### src/rtl/qc_bus_pkg.sv
package qc_bus_pkg;
  localparam int QC_QTRS = 4;
  localparam int QC_PH_W = $clog2(QC_QTRS);

  typedef enum logic [QC_PH_W-1:0] {
    QC_Q1 = 2'd0,
    QC_Q2 = 2'd1,
    QC_Q3 = 2'd2,
    QC_Q4 = 2'd3
  } qc_qtr_e;
endpackage

### src/rtl/qc_phase_ctr.sv
module qc_phase_ctr
  import qc_bus_pkg::*;
(
  input  logic    clk,
  input  logic    rst,
  output qc_qtr_e ph_o
);
  logic [QC_PH_W-1:0] cnt;

  always_ff @(posedge clk) begin
    if (rst) cnt <= '0;
    else     cnt <= cnt + 1'b1;
  end

  assign ph_o = qc_qtr_e'(cnt);
endmodule

### src/rtl/qc_halt_ctl.sv
module qc_halt_ctl (
  input  logic clk,
  input  logic rst,
  input  logic smp_i,
  input  logic halt_i,
  output logic halted_o
);
  always_ff @(posedge clk) begin
    if (rst)        halted_o <= 1'b0;
    else if (smp_i) halted_o <= halt_i;
  end
endmodule

### src/rtl/qc_bank_sel.sv
module qc_bank_sel (
  input  logic clk,
  input  logic rst,
  input  logic open_in_i,
  input  logic late_in_i,
  input  logic open_out_i,
  input  logic halted_i,
  input  logic vld_i,
  input  logic req_i,
  output logic right_o
);
  logic pend;

  always_ff @(posedge clk) begin
    if (rst) begin
      right_o <= 1'b0;
      pend    <= 1'b0;
    end else if (open_in_i) begin
      if (halted_i) begin
        pend <= 1'b0;
      end else if (vld_i) begin
        right_o <= req_i;
        pend    <= 1'b0;
      end else begin
        pend <= 1'b1;
      end
    end else if (late_in_i) begin
      if (pend && vld_i && !halted_i) right_o <= req_i;
      pend <= 1'b0;
    end else if (open_out_i && !halted_i) begin
      right_o <= req_i;
    end
  end
endmodule

### src/rtl/qc_strobe_gen.sv
module qc_strobe_gen (
  input  logic clk,
  input  logic rst,
  input  logic open_in_i,
  input  logic open_out_i,
  input  logic halted_i,
  input  logic sel_i,
  input  logic wr_i,
  output logic sc_o,
  output logic wc_o,
  output logic lat_o,
  output logic drv_o
);
  logic run;
  assign run = !halted_i;

  always_ff @(posedge clk) begin
    if (rst) begin
      sc_o  <= 1'b0;
      wc_o  <= 1'b0;
      lat_o <= 1'b0;
      drv_o <= 1'b0;
    end else if (open_in_i || open_out_i) begin
      sc_o  <= run && sel_i;
      wc_o  <= run && wr_i && !sel_i;
      lat_o <= run && open_in_i;
      drv_o <= run && open_out_i;
    end
  end
endmodule

### src/rtl/qc_bus_seq.sv
module qc_bus_seq
  import qc_bus_pkg::*;
(
  input  logic clk,
  input  logic rst,
  input  logic halt_i,
  input  logic instr_vld_i,
  input  logic sel_req_i,
  input  logic wr_req_i,
  input  logic bank_req_i,
  output logic sc_o,
  output logic wc_o,
  output logic lbank_o,
  output logic rbank_o,
  output logic latch_en_o,
  output logic drv_en_o,
  output logic halted_o
);
  qc_qtr_e ph;
  logic    open_in, late_in, open_out, bank_right;

  // edge that starts Q1, edge that starts Q2, edge that starts Q3
  assign open_in  = (ph == QC_Q4);
  assign late_in  = (ph == QC_Q1);
  assign open_out = (ph == QC_Q2);

  qc_phase_ctr u_ph (
    .clk (clk),
    .rst (rst),
    .ph_o(ph)
  );

  qc_halt_ctl u_halt (
    .clk     (clk),
    .rst     (rst),
    .smp_i   (late_in),
    .halt_i  (halt_i),
    .halted_o(halted_o)
  );

  qc_bank_sel u_bank (
    .clk       (clk),
    .rst       (rst),
    .open_in_i (open_in),
    .late_in_i (late_in),
    .open_out_i(open_out),
    .halted_i  (halted_o),
    .vld_i     (instr_vld_i),
    .req_i     (bank_req_i),
    .right_o   (bank_right)
  );

  qc_strobe_gen u_stb (
    .clk       (clk),
    .rst       (rst),
    .open_in_i (open_in),
    .open_out_i(open_out),
    .halted_i  (halted_o),
    .sel_i     (sel_req_i),
    .wr_i      (wr_req_i),
    .sc_o      (sc_o),
    .wc_o      (wc_o),
    .lat_o     (latch_en_o),
    .drv_o     (drv_en_o)
  );

  assign rbank_o = bank_right;
  assign lbank_o = !bank_right;
endmodule

### config.mk
export PLATFORM = sky130hd
export DESIGN_NAME = qc_bus_seq
export DESIGN_NICKNAME = d
export VERILOG_FILES = /design/src/rtl/qc_bus_pkg.sv /design/src/rtl/qc_phase_ctr.sv /design/src/rtl/qc_halt_ctl.sv /design/src/rtl/qc_bank_sel.sv /design/src/rtl/qc_strobe_gen.sv /design/src/rtl/qc_bus_seq.sv
export SDC_FILE = /design/constraint.sdc
export NUM_CORES = 1
export LEC_CHECK = 0
export ABC_AREA = 1
export BUFFER_PORTS_ARGS = -buffer_cell sky130_fd_sc_hd__buf_4
export CORE_ASPECT_RATIO = 0.9
export CORE_MARGIN = 10
export CORE_UTILIZATION = 30
export DETAILED_ROUTE_END_ITERATION = 7
export GPL_TIMING_DRIVEN = 1
export PLACE_DENSITY = 0.55
export SETUP_SLACK_MARGIN = 0.4
export SKIP_CTS_REPAIR_TIMING = 1
export SKIP_LAST_GASP = 1
export SYNTH_ARGS = -nofsm -noshare
export SYNTH_HDL_FRONTEND = slang
export SYNTH_SLANG_ARGS = --single-unit
### constraint.sdc
create_clock -name clk -period 1.47 [get_ports clk]
set_input_delay 0.294 -clock clk [delete_from_list [all_inputs] [get_ports clk]]
set_output_delay 0.294 -clock clk [all_outputs]
set_load 0.005 [all_outputs]
==> run summary <==
Status -> finished clean
FF+latch count, synth -> 9
Critical Path Sink -> u_bank.right_o
Vias in the first global route -> 404
Clock Skew -> 0.000370 ns
Routed Antenna Nets -> 0
Data arrival time of the critical path -> 1.32 ns
Post-synthesis sequential area ratio -> 40.0%
Max frequency -> 894 MHz
RD Place Congestion -> 0.727
Clock Pin Slew Worst Setup and Hold Paths -> 0.06 ns
Worst slew margin -> 90.0%
Post-Syn Nets -> 74
Fillers -> 162
Synth warn -> 0
Layout Nets -> 92
Nature of the critical path endpoint -> register
Synth unique cells -> 14
HP Class -> input port to register
Antenna violations before repair -> 0
I/O Pins -> 14
GRT overflow -> 0
Largest delay share family, worst path -> flip-flops
Mapped Area -> 450 um^2
Most common cell after layout, fill and taps aside -> buf_4
Starting Density -> 31.5%
Via Count -> 405
Final min period -> 1.12 ns
Area of the die -> 3450 um^2
Leakage power -> 0.307 nW
Max-slew violations -> 0
Cell area power density -> 1030 nW/um^2
Hold violation total from the final report -> 0
Power after layout -> 0.000647 W
Initial DRC Count -> 8
Fin cells -> 94
Post-Syn Area per Cell -> 7.27 um^2
Routed WL -> 1010 um
Critical path, cell by cell -> inv_2 > ha_4 > inv_2 > a21oi_2 > nor2_1 > nand3_1 > nand2_1 > nor2_1
Area taken by flip-flops and latches -> 186 um^2
Critical Path RT -> 1.67 ns
Cts bufs inserted -> 3
Max H-tree Level -> 1
Std cell rows -> 13
Port Buf Inserts -> 13
CTS sink cnt -> 9
Post-Route Utilization -> 43.7%
Slew @ Worst Pin -> 0.148 ns
CP Launch Type -> register
Share of cells above drive strength 1 -> 39.2%
GRT Util Overall -> 6.46%
Detailed placement HPWL -> 831 um
Reg2Reg Depth -> 8
Max-Cap Viols -> 0
First-pass GRT wire length -> 1670 um
Die Height -> 56.8 um
Multi-input combinational cell area -> 251 um^2
Worst path buffer plus inverter count -> 2
Chip width -> 60.8 um
Worst r2r dst -> u_bank.right_o
DRC Markers -> 0
Avg WL per Cell -> 10.7 um
Max Buffers Root-to-Sink -> 2
CTS tree -> done
RR Startpoint -> u_ph.ph_o[0]
Crit Path Max Fanout -> 5
Worst reg-to-reg setup slack -> 0.35 ns
RSZ-0062 raised after global routing -> true
Area growth syn-to-layout -> 38.9%
DRT Pass-1 Iters -> 4
Hold WS -> 0.224 ns
Placed insts -> 90
Worst skew pair latency -> 0.26 ns
Crit path launch -> u_ph.ph_o[0]
WS Path Type -> register to register
CP max stage delay -> 0.37 ns
Setup TNS -> 0 ns
Period utilization -> 76.1%
Syn Inst Count -> 62
CP Depth -> 8
ANT cells -> 0
Peak supply drop -> 637 uV
Vias per cell -> 4.31
Core ar. -> 1430 um^2
Pin count of the biggest net entering global routing -> 8
Finish-stage setup viols -> 0
Slowest CP cell -> dfxtp_4
Most frequent cells in the layout -> 13 x buf_4, 11 x nor2_1, 9 x nand2_1
Root buffer cell -> clkbuf_4
## stage by stage
stage          cell area (um^2)  setup WS [ns]
3_3_place_gp                582          0.256
4_1_cts                     608          0.262
2_1_floorplan               465          0.389
5_1_grt                     626          0.248
3_5_place_dp                582          0.281
6_report                    626          0.351
## where the power goes
part | switching, W | internal [W]
sequential | 0.0000190 | 0.000272
combinational | 0.0000867 | 0.0000838
clock | 0.0000814 | 0.000104
total | 0.000187 | 0.000460
## final cells by class
cell class,instances,area share (%)
Tap cell,15,3.00
Sequential cell,9,29.8
Inverter,12,7.20
Clock buffer,4,4.20
Timing Repair Buffer,13,15.6
Multi-Input combinational cell,41,40.2
## per-layer routing
layer | global-route usage [%] | wire length [um] | vias up
li1 | - | - | 224
met1 | 7.12 | 434 | 169
met2 | 9.02 | 461 | 10
met3 | 5.39 | 102 | 2
met4 | 1.88 | 8 | 0
met5 | 0 | 0 | -
## synthesized netlist by cell type (all sizes together)
cell,count,area share [%]
nor2,12,11
inv,11,9.2
clkinv,1,0.83
o21ai,4,4.4
dfxtp,9,40
nand3,3,4.4
a21oi,7,7.8
nand2,10,8.9
ha,5,14
## state kept, by name (all words and copies together), names as in the netlist
register         cells
u_stb.drv_o          1
u_stb.lat_o          1
u_ph.ph_o            2
u_stb.wc_o           1
u_bank.pend          1
u_stb.sc_o           1
u_halt.halted_o      1
u_bank.right_o       1
## kinds of logic (layout without fill, tap and decap cells)
kind of cell	Yosys count	after routing	synth area share, %
AOI/OAI and AO/OA	11	11	12.2
adders and majority gates	5	5	13.9
buffers and inverters	12	29	10.0
DFF	9	9	40.0
and+or+nand+nor	25	25	23.9
## worst min path at each step
stage,start,endpoint,slack (ns),depth (start not counted)
floorplan,rst,u_ph.ph_o[0],0.36,1
global placement,u_ph.ph_o[0],u_ph.ph_o[0],0.44,1
detailed placement,u_ph.ph_o[0],u_ph.ph_o[0],0.44,1
CTS,rst,u_ph.ph_o[1],0.22,2
global route,rst,u_ph.ph_o[1],0.21,2
finish,rst,u_ph.ph_o[1],0.22,2
(Power assumes the default switching activity.)
